==> src/rtl/sc_t0_pkg.sv <==
package sc_t0_pkg;
    typedef enum logic [2:0] {
        ST_IDLE,
        ST_START,
        ST_DATA,
        ST_PARITY,
        ST_NACK,
        ST_GUARD
    } rx_state_t;
endpackage

==> src/rtl/sc_t0_linesync.sv <==
module sc_t0_linesync #(
    parameter int STAGES = 2
) (
    input  logic clk,
    input  logic rst_n,
    input  logic line_in,
    output logic line_s,
    output logic fall
);
    logic [STAGES-1:0] chain;
    logic              prev;

    generate
        for (genvar i = 0; i < STAGES; i++) begin : g_stage
            if (i == 0) begin : g_first
                always_ff @(posedge clk or negedge rst_n) begin
                    if (!rst_n) chain[0] <= 1'b1;
                    else        chain[0] <= line_in;
                end
            end else begin : g_rest
                always_ff @(posedge clk or negedge rst_n) begin
                    if (!rst_n) chain[i] <= 1'b1;
                    else        chain[i] <= chain[i-1];
                end
            end
        end
    endgenerate

    always_ff @(posedge clk or negedge rst_n) begin
        if (!rst_n) prev <= 1'b1;
        else        prev <= chain[STAGES-1];
    end

    assign line_s = chain[STAGES-1];
    assign fall   = prev & ~chain[STAGES-1];
endmodule

==> src/rtl/sc_t0_bittimer.sv <==
module sc_t0_bittimer #(
    parameter int OVS = 16
) (
    input  logic clk,
    input  logic rst_n,
    input  logic tick,
    input  logic restart,
    output logic mid,
    output logic bit_end
);
    localparam int TW   = (OVS > 1) ? $clog2(OVS) : 1;
    localparam int HALF = OVS / 2;

    logic [TW-1:0] cnt;

    always_ff @(posedge clk or negedge rst_n) begin
        if (!rst_n) begin
            cnt <= '0;
        end else if (restart) begin
            cnt <= '0;
        end else if (tick) begin
            if (cnt == TW'(OVS - 1)) cnt <= '0;
            else                     cnt <= cnt + 1'b1;
        end
    end

    assign mid     = tick && !restart && (cnt == TW'(HALF - 1));
    assign bit_end = tick && !restart && (cnt == TW'(OVS - 1));
endmodule

==> src/rtl/sc_t0_errcount.sv <==
module sc_t0_errcount #(
    parameter int CNT_W = 8
) (
    input  logic             clk,
    input  logic             rst_n,
    input  logic             inc,
    input  logic             clr,
    output logic [CNT_W-1:0] count
);
    localparam logic [CNT_W-1:0] TOP = {CNT_W{1'b1}};

    always_ff @(posedge clk or negedge rst_n) begin
        if (!rst_n) begin
            count <= '0;
        end else if (clr) begin
            count <= inc ? CNT_W'(1) : '0;
        end else if (inc && count != TOP) begin
            count <= count + 1'b1;
        end
    end
endmodule

==> src/rtl/sc_t0_rx.sv <==
module sc_t0_rx #(
    parameter int OVS        = 16,
    parameter int DATA_W     = 8,
    parameter int GUARD_BITS = 2,
    parameter int CNT_W      = 8,
    parameter int SYNC_STG   = 2
) (
    input  logic              clk,
    input  logic              rst_n,
    input  logic              os_tick,
    input  logic              line_in,
    input  logic              inhibit_nack,
    input  logic              hold_rd,
    input  logic              perr_clr,
    input  logic              errcnt_rd,
    output logic              line_pull_low,
    output logic [DATA_W-1:0] hold_data,
    output logic              hold_valid,
    output logic              perr_flag,
    output logic [CNT_W-1:0]  errcnt
);
    import sc_t0_pkg::*;

    localparam int BW = (DATA_W > 1) ? $clog2(DATA_W) : 1;
    localparam int GW = (GUARD_BITS > 1) ? $clog2(GUARD_BITS) : 1;

    rx_state_t         state, state_nx;
    logic              line_s, fall;
    logic              mid, bit_end, restart;
    logic [DATA_W-1:0] shreg;
    logic [BW-1:0]     bit_idx;
    logic [GW-1:0]     guard_idx;
    logic              par_bit;
    logic              par_bad;
    logic              commit, commit_store, commit_err, err_inc;

    sc_t0_linesync #(.STAGES(SYNC_STG)) u_sync (
        .clk    (clk),
        .rst_n  (rst_n),
        .line_in(line_in),
        .line_s (line_s),
        .fall   (fall)
    );

    sc_t0_bittimer #(.OVS(OVS)) u_timer (
        .clk    (clk),
        .rst_n  (rst_n),
        .tick   (os_tick),
        .restart(restart),
        .mid    (mid),
        .bit_end(bit_end)
    );

    sc_t0_errcount #(.CNT_W(CNT_W)) u_errcnt (
        .clk  (clk),
        .rst_n(rst_n),
        .inc  (err_inc),
        .clr  (errcnt_rd),
        .count(errcnt)
    );

    // state register
    always_ff @(posedge clk or negedge rst_n) begin
        if (!rst_n) state <= ST_IDLE;
        else        state <= state_nx;
    end

    // next-state logic
    always_comb begin
        state_nx = state;
        unique case (state)
            ST_IDLE:   if (fall) state_nx = ST_START;
            ST_START: begin
                if (mid && line_s) state_nx = ST_IDLE;
                else if (bit_end)  state_nx = ST_DATA;
            end
            ST_DATA:   if (bit_end && bit_idx == BW'(DATA_W - 1)) state_nx = ST_PARITY;
            ST_PARITY: if (bit_end) state_nx = (par_bad && !inhibit_nack) ? ST_NACK : ST_GUARD;
            ST_NACK:   if (bit_end) state_nx = ST_GUARD;
            ST_GUARD:  if (bit_end && guard_idx == GW'(GUARD_BITS - 1)) state_nx = ST_IDLE;
            default:   state_nx = ST_IDLE;
        endcase
    end

    // outputs and commit decode
    always_comb begin
        line_pull_low = (state == ST_NACK);
        restart       = (state == ST_IDLE) && fall;
        commit        = (state == ST_PARITY) && bit_end;
        par_bad       = ^{shreg, par_bit};
        commit_store  = commit && (!par_bad || inhibit_nack);
        commit_err    = commit && par_bad && !inhibit_nack;
        err_inc       = commit && par_bad;
    end

    // receive datapath
    always_ff @(posedge clk or negedge rst_n) begin
        if (!rst_n) begin
            shreg     <= '0;
            bit_idx   <= '0;
            guard_idx <= '0;
            par_bit   <= 1'b0;
        end else begin
            if (state == ST_START && bit_end) bit_idx <= '0;
            if (state == ST_DATA) begin
                if (mid)     shreg   <= {line_s, shreg[DATA_W-1:1]};
                if (bit_end) bit_idx <= bit_idx + 1'b1;
            end
            if (state == ST_PARITY && mid) par_bit <= line_s;
            if (state != ST_GUARD)         guard_idx <= '0;
            else if (bit_end)              guard_idx <= guard_idx + 1'b1;
        end
    end

    // holding register and flags
    always_ff @(posedge clk or negedge rst_n) begin
        if (!rst_n) begin
            hold_data  <= '0;
            hold_valid <= 1'b0;
            perr_flag  <= 1'b0;
        end else begin
            if (commit_store) begin
                hold_data  <= shreg;
                hold_valid <= 1'b1;
            end else if (hold_rd) begin
                hold_valid <= 1'b0;
            end
            if (commit_err)    perr_flag <= 1'b1;
            else if (perr_clr) perr_flag <= 1'b0;
        end
    end
endmodule

==> config.mk <==
export PLATFORM = sky130hd
export DESIGN_NAME = sc_t0_rx
export DESIGN_NICKNAME = d
export VERILOG_FILES = /design/src/rtl/sc_t0_pkg.sv /design/src/rtl/sc_t0_linesync.sv /design/src/rtl/sc_t0_bittimer.sv /design/src/rtl/sc_t0_errcount.sv /design/src/rtl/sc_t0_rx.sv
export SDC_FILE = /design/constraint.sdc
export NUM_CORES = 1
export LEC_CHECK = 0
export ABC_AREA = 1
export BUFFER_PORTS_ARGS = -buffer_cell sky130_fd_sc_hd__buf_4
export CAP_MARGIN = 20
export CORE_MARGIN = 4
export CORE_UTILIZATION = 52
export CTS_CLUSTER_SIZE = 14
export DETAILED_ROUTE_END_ITERATION = 12
export PLACE_DENSITY = 0.72
export SYNTH_ARGS = -nofsm -noshare
export SYNTH_HDL_FRONTEND = slang
export SYNTH_SLANG_ARGS = --single-unit
==> constraint.sdc <==
create_clock -name clk -period 1.4 [get_ports clk]
set_input_delay 0.28 -clock clk [delete_from_list [all_inputs] [get_ports clk]]
set_output_delay 0.28 -clock clk [all_outputs]
set_load 0.02 [all_outputs]
==> reports/summary.txt, run 1 <==
Min-delay worst type = in -> reg
Initial antenna violation count = 0
Row count = 23
Area delta synth->final = 46.1%
Clock Latency Late Sink = 290 ps
Reg2Reg Setup Slack = -240 ps
Post-synth cell types = 35
Final hold violations = 0
I/O Pins = 27
Tmin final = 1640 ps
Total of max-cap violations = 0
RSZ-0062 raised after global routing = true
Global Route Usage Sum = 0.209
CTS sink cnt = 41
F_max = 0.609 GHz
Fill count = 253
I/O Buffers = 26
Synth Area per Inst = 8.69 um^2
Static leakage = 0.00161 uW
Final setup vio count = 30
Routed wire length = 5610 um
Crit. End Element = flip-flop
CTS tree = built
Final Slew Violations = 0
Yosys top cell by area = dfrtp_1
CP max stage delay = 450 ps
WL/cell = 14.6 um
Die Y = 73.6 um
Seq/Total Area, Yosys = 0.460
Layout Nets = 345
Diodes inserted = 0
Setup TNS Final = -4750 ps
Crit Path Class = reg -> reg
Synthesis warning total = 0
Path depth of the worst reg2reg path = 13
Clk pin slew, worst setup/hold paths = 80 ps
First-pass GRT wire length = 8830 um
Violations in the final reports = negative setup slack
Crit path DAT = 1870 ps
Power density over cell area = 1160 mW/mm^2
Syn Inst Count = 258
H-tree levels = 2
Dpl cells = 365
Critical-path cell list = inv_2 > nand2_1 > nand3_1 > nand2_1 > inv_2 > nand2_4 > nand2_4 > nand2_4 > nand2_4 > nand3_4 > nand2_8 > nand2_1 > nand2_1
ANT nets after route = 0
Mapped cell area = 0.00224 mm^2
CTS max path bufs = 2
Most frequent cells in the layout = buf_4 (61), nand2_1 (46), dfrtp_1 (34)
Die area = 0.00542 mm^2
Max FO, Critical Path = 7
Most common flop cell mapped by yosys = dfrtp_1
Initial Util = 0.548
DPL Wire Length = 3220 um
Worst ir drop on vdd = 961 uV
Clk root buf = clkbuf_8
Final Hold Slack = 87.2 ps
Initial DRC Count = 172
Fraction of the cycle the final worst path needs = 1.17
Gpl congestion = 0.791
Clock Skews = 5.56 ps
Yosys top cell area share = 0.424
Crit-path slowest cell = dfrtp_2
WHS Path Cells = 1
Final Worst Setup Slack = -241 ps
CP Data Required Time = 1630 ps
Ys async rst share = 1.00
Status = finished, violations left
Post-route DRC = 0
Crit start category = flip-flop
Dominant cells by area after synthesis = dfrtp_1 (42%), nand2_1 (12%), o21ai_2 (5.9%)
Chip Width = 73.6 um
Core ar. = 0.00409 mm^2
TritonCTS buffer count = 5
Overflow after GRT = 0
FF+latch count, synth = 41
Number of synthesized flops with an enable pin = 0
Syn nets = 270
Vias = 2049
Number of global-route vias before repair = 2051
Design Power = 3800 uW
Vias per cell = 5.34
Pin count of the biggest net entering global routing = 42
Initial DRT Pass Iterations = 5
Commonest non-fill, non-tap cell in the layout = buf_4
Worst-Margin Slew = 517 ps
Slew HR = 0.655
DP Worst Slack = -163 ps
Final Non-Filler Cells = 384
Share of layout cells above drive strength 1 = 0.521
==> routing by layer <==
layer	vias to the layer above	share of wire	track usage
li1	994	-	-
met1	978	0.39	0.251
met2	63	0.53	0.358
met3	14	0.054	0.0547
met4	0	0.026	0.0785
met5	-	0	0
==> through the flow <==
stage / cell area (um^2) / utilization
global placement: 2740 / 0.671
global route: 3270 / 0.801
detailed placement: 2740 / 0.671
floorplan: 2250 / -
finish: 3270 / 0.801
CTS: 3030 / 0.740
==> flip-flops by register name (all words and copies together) (netlist names) <==
name	cells
bit_idx	3
guard_idx	1
hold_data	8
hold_valid	1
par_bit	1
perr_flag	1
shreg	8
state	3
u_errcnt.count	8
u_sync.chain	1
u_sync.line_s	1
u_sync.prev	1
u_timer.cnt	4
==> Yosys cell counts, types with 2 or more instances <==
cell type and n:
dfrtp_1 38, nand3_4 2, inv_1 30, nor3_1 4, a21oi_1 2, nand4_1 4
nor2_1 15, dfstp_2 3, xor2_1 6, inv_2 2, ha_1 4, nand2_4 3
nand3_2 2, nand3_1 20, o21ai_2 15, nand2_2 6, nand2_1 73, a32o_1 2
o21ai_0 8, xnor2_1 3, nor2_2 2
==> report_power, final <==
group	internal, uW	leakage, uW	total, uW	switching (uW)
registers	1300	0.000547	1420	120
clock network	529	0.0000552	925	396
logic	614	0.00101	1450	841
==> what timing repair did <==
item	4_1_cts	5_1_grt
hold endpoints to repair	38	0
resized for setup	30	57
hold buffers	1	0
gates cloned	2	1
setup buffers	5	6
endpoints found under the setup margin	37	38
pin swaps	18	21
==> worst max-delay path, delay by kind of cell (launching register included) <==
kind	cells	cell delay [ps]
buf+inv	2	190
simple gates	11	950
flops	1	450
==> final timing paths <==
path | from | end
max | shreg[1] | u_errcnt.count[2]
min | line_in | u_sync.chain[0]
max reg2reg | shreg[1] | u_errcnt.count[2]
min reg2reg | u_sync.chain[0] | u_sync.line_s
max in group asynchronous | rst_n | u_errcnt.count[0]
min in group asynchronous | rst_n | hold_data[4]
==> final cells by class <==
cell class	instances	area (um^2)	area share
multi-input combinational	182	1350	0.413
sequential	41	1030	0.316
timing repair buffer	70	589	0.180
inverter	33	126	0.0386
clock buffer	6	72.6	0.0222
tap	50	62.6	0.0191
clock inverter	2	35.0	0.0107
==> logic make-up after synthesis <==
group,after synthesis,synth area share
DFF,41,0.460
adders and majority gates,4,0.0223
xor gates and xnor gates,9,0.0352
buffers and inverters,37,0.0731
AOI/OAI and AO/OA,31,0.103
and+or+nand+nor,136,0.307
No activity file was read; power rests on OpenSTA's default activity.
==> run 2, diff against run 1 <==
RECOVER_POWER = 25   (was default)
==> run 2 against run 1 <==
The flow still finishes with violations (negative setup slack). Fmax hardly changed. Register-to-register slack is essentially flat. Clock-buffer cell count stayed put. Setup slack improved by 1.2 ps. Die area unchanged. Final cell count did not move. First-iteration DRC count unchanged. Clock power about the same.
==> reports/summary.txt, run 2 (synthesis gave the netlist of run 1 again) <==
TritonCTS buffer count = 5 (unchanged)
Final Slew Violations = 0 (unchanged)
Static leakage = 0.00161 uW (about the same)
Violations in the final reports = negative setup slack
DPL Wire Length = 3220 um (unchanged)
Cell area after layout = 0.00327 mm^2 (unchanged)
Layout Nets = 345 (unchanged)
Vias = 2046 (-0.15%)
CTS tree = built
CTS max path bufs = 2 (unchanged)
Clk pin slew, worst setup/hold paths = 80 ps (about the same)
Registers with the most flip-flops = hold_data (8), shreg (8), u_errcnt.count (8)
Crit path DAT = 1870 ps (about the same)
Crit Path Class = reg -> reg
Max FO, Critical Path = 7 (unchanged)
Row count = 23 (unchanged)
Switching portion of total power = 0.357 (about the same)
Fraction of the cycle the final worst path needs = 1.17 (about the same)
Share of layout cells above drive strength 1 = 0.518 (-0.00299)
Commonest non-fill, non-tap cell in the layout = buf_4
Tmin final = 1640 ps (-1.25 ps)
Routed wire length = 5590 um (-0.27%)
Final Worst Setup Slack = -240 ps (+1.25 ps)
Power density over cell area = 1160 mW/mm^2 (about the same)
Initial antenna violation count = 0 (unchanged)
CTS sink cnt = 41 (unchanged)
Diodes inserted = 0 (unchanged)
Sequential Power Share = 0.373 (about the same)
Overflow after GRT = 0 (unchanged)
Initial Util = 0.548 (unchanged)
Initial DRC Count = 172 (unchanged)
CP Data Required Time = 1630 ps (about the same)
Number of global-route vias before repair = 2051 (unchanged)
Core ar. = 0.00409 mm^2 (unchanged)
Area delta synth->final = 46.1% (unchanged)
Combinational Power Share = 0.383 (about the same)
Total of max-cap violations = 0 (unchanged)
Most frequent cells in the layout = buf_4 (59), nand2_1 (46), dfrtp_1 (34)
Gpl congestion = 0.791 (unchanged)
Final hold violations = 0 (unchanged)
P_sw = 1360 uW (about the same)
Vias per cell = 5.33 (-0.15%)
Pin count of the biggest net entering global routing = 42 (unchanged)
Int Pwr = 2440 uW (about the same)
I/O Buffers = 26 (unchanged)
RSZ-0062 raised after global routing = true
ANT nets after route = 0 (unchanged)
Placed inst area = 0.00274 mm^2 (unchanged)
Chip Width = 73.6 um (unchanged)
Clk pwr share = 0.244 (about the same)
Final setup vio count = 30 (unchanged)
Clock Skews = 5.56 ps (-0.0000800 ps)
Crit start category = flip-flop
Fill count = 253 (unchanged)
Post-route DRC = 0 (unchanged)
H-tree levels = 2 (unchanged)
Min-delay worst type = in -> reg
Clock Latency Late Sink = 290 ps (about the same)
Global Route Usage Sum = 0.209 (unchanged)
Setup TNS Final = -4870 ps (-123 ps)
Crit. End Element = flip-flop
Die area = 0.00542 mm^2 (unchanged)
Die Y = 73.6 um (unchanged)
First-pass GRT wire length = 8830 um (unchanged)
WL/cell = 14.6 um (-0.27%)
Clk root buf = clkbuf_8
Worst-Margin Slew = 557 ps (+40.1 ps)
Worst ir drop on vdd = 961 uV (about the same)
Status = finished, violations left
F_max = 0.610 GHz (about the same)
Initial DRT Pass Iterations = 5 (unchanged)
Slew HR = 0.629 (-0.0267)
I/O Pins = 27 (unchanged)
[run 2: cell types whose count changed in the layout (fill, tap and decap cells not counted)]
cell      delta
buf_4        -2
clkbuf_4     +2
dfstp_1      +1
dfstp_2      -1
[run 2: area by class of cell]
class                           count  area [um^2]  share of cell area
Clock buffer                        6         72.6              0.0222
Clock inverter                      2         35.0              0.0107
Inverter                           33          126              0.0386
Multi-Input combinational cell    182         1350               0.413
Sequential cell                    41         1030               0.316
Tap cell                           50         62.6              0.0191
Timing Repair Buffer               70          589               0.180
[run 2: path summary, 6_finish.rpt]
path / end / cells past startpoint / startpoint / slack [ps]
max in group asynchronous: u_errcnt.count[0] / 2 / rst_n / 450
setup / recovery: u_errcnt.count[2] / 13 / shreg[1] / -240
min in group asynchronous: hold_data[4] / 2 / rst_n / 540
hold reg to reg: u_sync.line_s / 0 / u_sync.chain[0] / 360
hold / removal: u_sync.chain[0] / 1 / line_in / 90
setup reg to reg: u_errcnt.count[2] / 13 / shreg[1] / -240
[run 2: worst max-delay path, stage by stage (launching register included)]
cell and delay, ps:
dfrtp_2 450, inv_2 80, nand2_1 60, nand3_1 70, nand2_1 110, inv_2 110
nand2_4 70, nand2_4 90, nand2_4 60, nand2_4 100, nand3_4 140, nand2_8 120
nand2_1 60, nand2_1 60
[run 2: stage by stage]
| step | hold slack, ps | power, uW | utilization | instances | setup slack (ps) |
|---|---|---|---|---|---|
| detailed placement | 292 | 2460 | 0.671 | 365 | -163 |
| CTS | 81.1 | 3600 | 0.740 | 381 | -148 |
| floorplan | -15.6 | 2060 | - | 258 | -73.4 |
| global route | 80.9 | 4040 | 0.801 | 384 | -383 |
| finish | 88.3 | 3800 | 0.801 | 384 | -240 |
| global placement | 285 | 2440 | 0.671 | 365 | -106 |
[run 2: metal layers]
layer  wire length, um  vias up  GRT usage
li1                  -      995          -
met1              2170      975      0.251
met2              2980       62      0.358
met3               298       14     0.0547
met4               145        0     0.0785
met5                 0        -          0
[run 2: timing repair]
item,in CTS,in global routing
hold buffers,1,0
buffers inserted,5,6
gates resized for setup,30,57
cloned,2,1
endpoints found under the hold margin,38,0
setup endpoints to repair,37,38
pin swaps,18,21
[run 2: power groups by stage]
stage | Clock, uW | Sequential, uW | Combinational, uW
floorplan | 0 | 1430 | 633
global placement | 0 | 1390 | 1040
detailed placement | 0 | 1400 | 1060
CTS | 945 | 1390 | 1260
global route | 996 | 1430 | 1610
finish | 925 | 1420 | 1450
